===== src/rtl/drs_pkg.sv =====
package drs_pkg;
    typedef enum logic [2:0] {
        ST_PAUSE,
        ST_IDLE,
        ST_SETUP,
        ST_STROBE,
        ST_PRECH
    } drs_state_e;
endpackage


===== src/rtl/drs_interval.sv =====
module drs_interval #(
    parameter int PERIOD = 1560
) (
    input  logic clk,
    input  logic rst_n,
    input  logic run_i,
    output logic tick_o
);
    localparam int TW = $clog2(PERIOD + 1);

    logic [TW-1:0] cnt_d, cnt_q;

    always_comb begin
        cnt_d = cnt_q;
        if (run_i) begin
            if (cnt_q == '0) cnt_d = TW'(PERIOD - 1);
            else             cnt_d = cnt_q - 1'b1;
        end
    end

    always_ff @(posedge clk) begin
        if (!rst_n) cnt_q <= TW'(PERIOD - 1);
        else        cnt_q <= cnt_d;
    end

    assign tick_o = run_i && (cnt_q == '0);

    // two ticks can never fall in adjacent cycles
    a_r7_tick_spaced: assert property (@(posedge clk) disable iff (!rst_n)
        tick_o |=> !tick_o);
endmodule


===== src/rtl/drs_debt.sv =====
module drs_debt #(
    parameter int DEBT_W = 3
) (
    input  logic clk,
    input  logic rst_n,
    input  logic add_i,
    input  logic take_i,
    output logic owed_o
);
    localparam logic [DEBT_W-1:0] DMAX = {DEBT_W{1'b1}};

    logic [DEBT_W-1:0] debt_d, debt_q;

    always_comb begin
        debt_d = debt_q;
        unique case ({add_i, take_i})
            2'b10:   if (debt_q != DMAX) debt_d = debt_q + 1'b1;
            2'b01:   if (debt_q != '0)   debt_d = debt_q - 1'b1;
            default: debt_d = debt_q;
        endcase
    end

    always_ff @(posedge clk) begin
        if (!rst_n) debt_q <= '0;
        else        debt_q <= debt_d;
    end

    assign owed_o = (debt_q != '0);

    // a full counter stays full when more is added
    a_r9_saturates: assert property (@(posedge clk) disable iff (!rst_n)
        (debt_q == DMAX && add_i && !take_i) |=> debt_q == DMAX);
    // the sequencer only retires a refresh that is owed
    a_r8_take_when_owed: assert property (@(posedge clk) disable iff (!rst_n)
        take_i |-> owed_o);
endmodule


===== src/rtl/drs_cbr_seq.sv =====
module drs_cbr_seq
    import drs_pkg::*;
#(
    parameter int PAUSE_CYC = 10000,
    parameter int INIT_CBR  = 8,
    parameter int T_CSR     = 1,
    parameter int T_RAS     = 6,
    parameter int T_RP      = 4
) (
    input  logic clk,
    input  logic rst_n,
    input  logic gnt_i,
    input  logic owed_i,
    output logic req_o,
    output logic own_o,
    output logic ras_n_o,
    output logic cas_n_o,
    output logic take_o,
    output logic done_o
);
    localparam int M1   = (T_RAS > T_RP) ? T_RAS : T_RP;
    localparam int M2   = (M1 > T_CSR) ? M1 : T_CSR;
    localparam int MAXC = (PAUSE_CYC > M2) ? PAUSE_CYC : M2;
    localparam int CW   = $clog2(MAXC + 1);
    localparam int IW   = $clog2(INIT_CBR + 1);

    typedef struct packed {
        drs_state_e     st;
        logic [CW-1:0]  cnt;
        logic [IW-1:0]  init_left;
        logic           done;
    } seq_t;

    seq_t d, q;
    logic warm;

    assign warm = (q.init_left != '0);

    always_comb begin
        d      = q;
        take_o = 1'b0;
        unique case (q.st)
            ST_PAUSE: begin
                if (q.cnt == '0) d.st = ST_IDLE;
                else             d.cnt = q.cnt - 1'b1;
            end
            ST_IDLE: begin
                if ((warm || owed_i) && gnt_i) begin
                    d.st  = ST_SETUP;
                    d.cnt = CW'(T_CSR - 1);
                end
            end
            ST_SETUP: begin
                if (q.cnt == '0) begin
                    d.st  = ST_STROBE;
                    d.cnt = CW'(T_RAS - 1);
                end else d.cnt = q.cnt - 1'b1;
            end
            ST_STROBE: begin
                if (q.cnt == '0) begin
                    d.st  = ST_PRECH;
                    d.cnt = CW'(T_RP - 1);
                    if (warm) d.init_left = q.init_left - 1'b1;
                    else      take_o = 1'b1;
                end else d.cnt = q.cnt - 1'b1;
            end
            ST_PRECH: begin
                if (q.cnt == '0) begin
                    if (warm || owed_i) begin
                        d.st  = ST_SETUP;
                        d.cnt = CW'(T_CSR - 1);
                    end else d.st = ST_IDLE;
                    if (!warm) d.done = 1'b1;
                end else d.cnt = q.cnt - 1'b1;
            end
            default: d.st = ST_IDLE;
        endcase
    end

    always_ff @(posedge clk) begin
        if (!rst_n) begin
            q.st        <= ST_PAUSE;
            q.cnt       <= CW'(PAUSE_CYC - 1);
            q.init_left <= IW'(INIT_CBR);
            q.done      <= 1'b0;
        end else begin
            q <= d;
        end
    end

    assign req_o   = (q.st == ST_IDLE) && (warm || owed_i);
    assign own_o   = (q.st == ST_SETUP) || (q.st == ST_STROBE) || (q.st == ST_PRECH);
    assign ras_n_o = (q.st != ST_STROBE);
    assign cas_n_o = !((q.st == ST_SETUP) || (q.st == ST_STROBE));
    assign done_o  = q.done;

    // column strobe already low in the cycle before the row strobe falls
    a_r3_cas_leads: assert property (@(posedge clk) disable iff (!rst_n)
        $fell(ras_n_o) |-> $past(!cas_n_o));
    // column strobe held low for the whole row-strobe pulse
    a_r3_cas_covers: assert property (@(posedge clk) disable iff (!rst_n)
        !ras_n_o |-> !cas_n_o);
    // precharge follows the end of the row-strobe pulse
    a_r4_precharge: assert property (@(posedge clk) disable iff (!rst_n)
        $rose(ras_n_o) |=> (ras_n_o && cas_n_o && own_o));
    // request held until granted
    a_r6_req_held: assert property (@(posedge clk) disable iff (!rst_n)
        (req_o && !gnt_i) |=> req_o);
    // no strobe activity without owning the bus
    a_r6_quiet_unowned: assert property (@(posedge clk) disable iff (!rst_n)
        !own_o |-> (ras_n_o && cas_n_o));
    // ready flag is sticky
    a_r10_done_sticky: assert property (@(posedge clk) disable iff (!rst_n)
        done_o |=> done_o);
endmodule


===== src/rtl/dram_refresh_sched.sv =====
module dram_refresh_sched #(
    parameter int PAUSE_CYC = 10000,
    parameter int INIT_CBR  = 8,
    parameter int REFI_CYC  = 1560,
    parameter int DEBT_W    = 3,
    parameter int T_CSR     = 1,
    parameter int T_RAS     = 6,
    parameter int T_RP      = 4
) (
    input  logic clk,
    input  logic rst_n,
    input  logic bus_gnt_i,
    output logic bus_req_o,
    output logic bus_own_o,
    output logic ras_n_o,
    output logic cas_n_o,
    output logic we_n_o,
    output logic init_done_o
);
    logic tick, owed, take, done;

    drs_interval #(.PERIOD(REFI_CYC)) u_interval (
        .clk    (clk),
        .rst_n  (rst_n),
        .run_i  (done),
        .tick_o (tick)
    );

    drs_debt #(.DEBT_W(DEBT_W)) u_debt (
        .clk    (clk),
        .rst_n  (rst_n),
        .add_i  (tick),
        .take_i (take),
        .owed_o (owed)
    );

    drs_cbr_seq #(
        .PAUSE_CYC (PAUSE_CYC),
        .INIT_CBR  (INIT_CBR),
        .T_CSR     (T_CSR),
        .T_RAS     (T_RAS),
        .T_RP      (T_RP)
    ) u_seq (
        .clk     (clk),
        .rst_n   (rst_n),
        .gnt_i   (bus_gnt_i),
        .owed_i  (owed),
        .req_o   (bus_req_o),
        .own_o   (bus_own_o),
        .ras_n_o (ras_n_o),
        .cas_n_o (cas_n_o),
        .take_o  (take),
        .done_o  (done)
    );

    assign we_n_o      = 1'b1;
    assign init_done_o = done;
endmodule


===== config.mk =====
export PLATFORM = sky130hd
export DESIGN_NAME = dram_refresh_sched
export DESIGN_NICKNAME = d
export VERILOG_FILES = /design/src/rtl/drs_pkg.sv /design/src/rtl/drs_interval.sv /design/src/rtl/drs_debt.sv /design/src/rtl/drs_cbr_seq.sv /design/src/rtl/dram_refresh_sched.sv
export SDC_FILE = /design/constraint.sdc
export NUM_CORES = 1
export LEC_CHECK = 0
export BUFFER_PORTS_ARGS = -buffer_cell sky130_fd_sc_hd__buf_2
export CAP_MARGIN = 20
export CORE_ASPECT_RATIO = 0.6
export CORE_MARGIN = 5
export CORE_UTILIZATION = 40
export CTS_CLUSTER_SIZE = 10
export DETAILED_ROUTE_END_ITERATION = 10
export PLACE_DENSITY = 0.66
export SYNTH_ARGS = -nofsm -noshare
export SYNTH_HDL_FRONTEND = slang
export SYNTH_SLANG_ARGS = --single-unit

===== constraint.sdc =====
create_clock -name clk -period 9.85 [get_ports clk]
set_input_delay 0.4925 -clock clk [delete_from_list [all_inputs] [get_ports clk]]
set_output_delay 0.4925 -clock clk [all_outputs]
set_load 0.005 [all_outputs]

==> metrics.csv <==
metric,value,unit
outcome,"finished, final reports clean",
hp-start,u_seq.q[11]$_SDFFE_PN0P_,
cts_setup_buffers,0,
hold_slack,0.487,ns
grt_pass1_vias,1630,
synth-async-reset-ratio,0,%
worstMarginPinSlew,0.766,ns
holdPathEnd,u_seq.q[11]$_SDFFE_PN0P_,
hpwl,3310,um
slew-limit-headroom,48.5,%
r2r-end,u_debt.debt_q[2]$_SDFFE_PN0P_,
post_cts_resized,0,
root_buffer,clkbuf_8,
reg2reg_slack,6.24,ns
totalWireLength,4610,um
leakage,0.839,nW
die_h,66.3,um
switching_power,0.0000662,W
period_needed,3.61,ns
drive_gt1_share,7.95,%
yosys.area.top_type,dfxtp_1,
synth.distinct_cells,52,
drv_slew,0,
worstSetupStartpointType,flip-flop,
hold_viol_final,0,
multiInputGateArea,1280,um2
synth-edff-count,0,
ys_ff_latch,36,
finalCritPeriodShare,36.6,%
globalplace.congestion,0.910,
final_nets,276,
antenna_cells,0,
cts_hold_buf,0,
antenna_found_initial,0,
htree_levels,2,
viasPerCell,5.76,
clk_pin_slew,0.08,ns
maxCapViolations,0,
dr.first_iter.drc_count,141,
ys_seq_area_share,34.1,%
r2r_cells,9,
min_path_type,flip-flop to flip-flop,
top_usage_layer,met1,
max_freq,277,MHz
synth.avg_cell_area,8.07,um2
use_met1,21.1,%
start_util,41.6,%
area_growth,6.87,%
clk_path_buf_depth,2,
peakVddDrop,0.0356,mV
clock-sinks,36,
worstPathArrival,3.82,ns
use_met3,4.20,%
rsz0062_at_grt,no,
grtUsageTotal,14.2,%
std_cell_rows,20,
fin_tns_setup,0,ns
synth_top_area_share,34.1,%
pwr-share-clk,37.7,%
finalSetupViolations,0,
first_pass_iters,4,
core_area,5080,um2
intPower,0.000202,W
fill_cells,519,
synth_warnings,0,
register_area,721,um2
clk_latency,0.29,ns
seq_power_share,56.0,%
grt_max_degree,25,
powerDensity,119,nW/um2
r2r_start,u_seq.q[9]$_SDFFE_PN0P_,
skew,0.0106,ns
gr-total-overflow,0,
ys.flop_type,dfxtp_1,
portBuffers,7,
synth_area_leaders,"dfxtp_1, ha_1, nand2_1",
worstSetupEndpointType,flip-flop,
vias,1900,
path_max_fanout,9,
grtUsageMet2,18.9,%
die_w,104,um
combinationalPowerShare,6.3,%
netlist_instances,262,
syn_nets,274,
crit_type,flip-flop to flip-flop,
required,10.06,ns
ant_nets,0,
cts_buffers,5,
grt_first_pass_wirelength,7900,um
switching_share,24.7,%
cts_tree,built,
dieArea,6880,um2
wl_per_cell,14.0,um
syn_area,2110,um2
io_pins,9,
drcViolationCount,0,
p_total,0.000268,W
hold_depth,2,
[sequential cells by signal, indices dropped and copies added, names as in the netlist]
signal,flops
u_debt.debt_q,3
u_interval.cnt_q,11
u_seq.done_o,1
u_seq.q,21
[layout by cell type, fill, tap and decap left out, drive strengths merged, types with 2 or more instances in the layout]
cell type,count
dfxtp,36
inv,14
clkbuf,6
or4b,2
buf,8
nor3,10
nand2b,3
o41ai,5
xor2,3
and2,6
a21boi,3
nand4,3
xnor2,9
o21a,5
nand4b,2
o21ai,12
or3,10
nor2b,2
nor2,19
nand3,12
or4,5
a31oi,4
a21oi,15
and3,2
nor4,9
o31ai,6
nand2,25
nand3b,2
ha,8
a211oi,2
[cells in the mapped netlist, types with 5 or more instances]
library cell	instances
nand3_1	12
nand2_1	25
o21a_1	5
inv_1	13
clkbuf_1	8
a21oi_1	15
and2_1	6
nor3_1	9
xnor2_1	9
o21ai_0	7
o41ai_1	5
o31ai_1	6
dfxtp_1	36
o21ai_1	5
or4_1	5
nor2_1	19
or3_1	10
ha_1	8
nor4_1	6
[layer usage]
metal  vias to the layer above  wire length, um
li1                        960                -
met1                       865             2440
met2                        67             1710
met3                         8              387
met4                         0               68
met5                         -                0
[worst max-delay path, cell delays in order, from the launching register on]
cell      delay, ns
dfxtp_1        0.35
or4_1          0.66
or4_1          0.78
nor3_1         0.42
ha_1           0.27
inv_1          0.07
fa_1           0.37
xor2_1         0.15
or3_1          0.30
a21boi_0       0.16
[area by class of cell]
type | instances | share of cell area, %
Sequential cell | 36 | 31.9
Timing Repair Buffer | 8 | 1.88
Clock buffer | 6 | 3.21
Clock inverter | 1 | 0.222
Tap cell | 66 | 3.66
Inverter | 14 | 2.33
Multi-Input combinational cell | 199 | 56.8
[power groups by stage]
stage                     logic [W]  registers [W]  clock network [W]
after floorplan           0.0000134       0.000152                  0
after global placement    0.0000172       0.000153                  0
after detailed placement  0.0000168       0.000153                  0
after CTS                 0.0000169       0.000150           0.000103
after global routing      0.0000189       0.000150           0.000109
final                     0.0000170       0.000150           0.000101
[worst max path at each step]
| stage | from | end |
|---|---|---|
| after floorplan | u_seq.q[9]$_SDFFE_PN0P_ | u_debt.debt_q[2]$_SDFFE_PN0P_ |
| after global placement | u_seq.q[9]$_SDFFE_PN0P_ | u_debt.debt_q[2]$_SDFFE_PN0P_ |
| after detailed placement | u_seq.q[9]$_SDFFE_PN0P_ | u_debt.debt_q[2]$_SDFFE_PN0P_ |
| after CTS | u_seq.q[9]$_SDFFE_PN0P_ | u_debt.debt_q[2]$_SDFFE_PN0P_ |
| after global routing | u_seq.q[9]$_SDFFE_PN0P_ | u_debt.debt_q[2]$_SDFFE_PN0P_ |
| final | u_seq.q[9]$_SDFFE_PN0P_ | u_debt.debt_q[2]$_SDFFE_PN0P_ |
[per-stage QoR]
stage	area, um2	utilization (%)	cells	setup slack (ns)
6_report	2260	44.5	330	6.24
3_5_place_dp	2180	42.9	323	6.26
5_1_grt	2260	44.5	330	5.95
2_1_floorplan	2110	-	262	6.61
4_1_cts	2260	44.5	330	6.24
3_3_place_gp	2180	42.9	323	6.35
[logic make-up (layout without fill, tap and decap cells)]
family | Yosys count | after routing | synth area share [%]
compound gates | 59 | 59 | 18.4
xor+xnor | 12 | 12 | 4.97
fa+ha+maj | 9 | 9 | 5.68
buf+inv | 27 | 29 | 5.21
flops | 36 | 36 | 34.1
other cells | 1 | 1 | 0.177
simple gates | 118 | 118 | 31.5
Power figures use the tool's default switching activity.
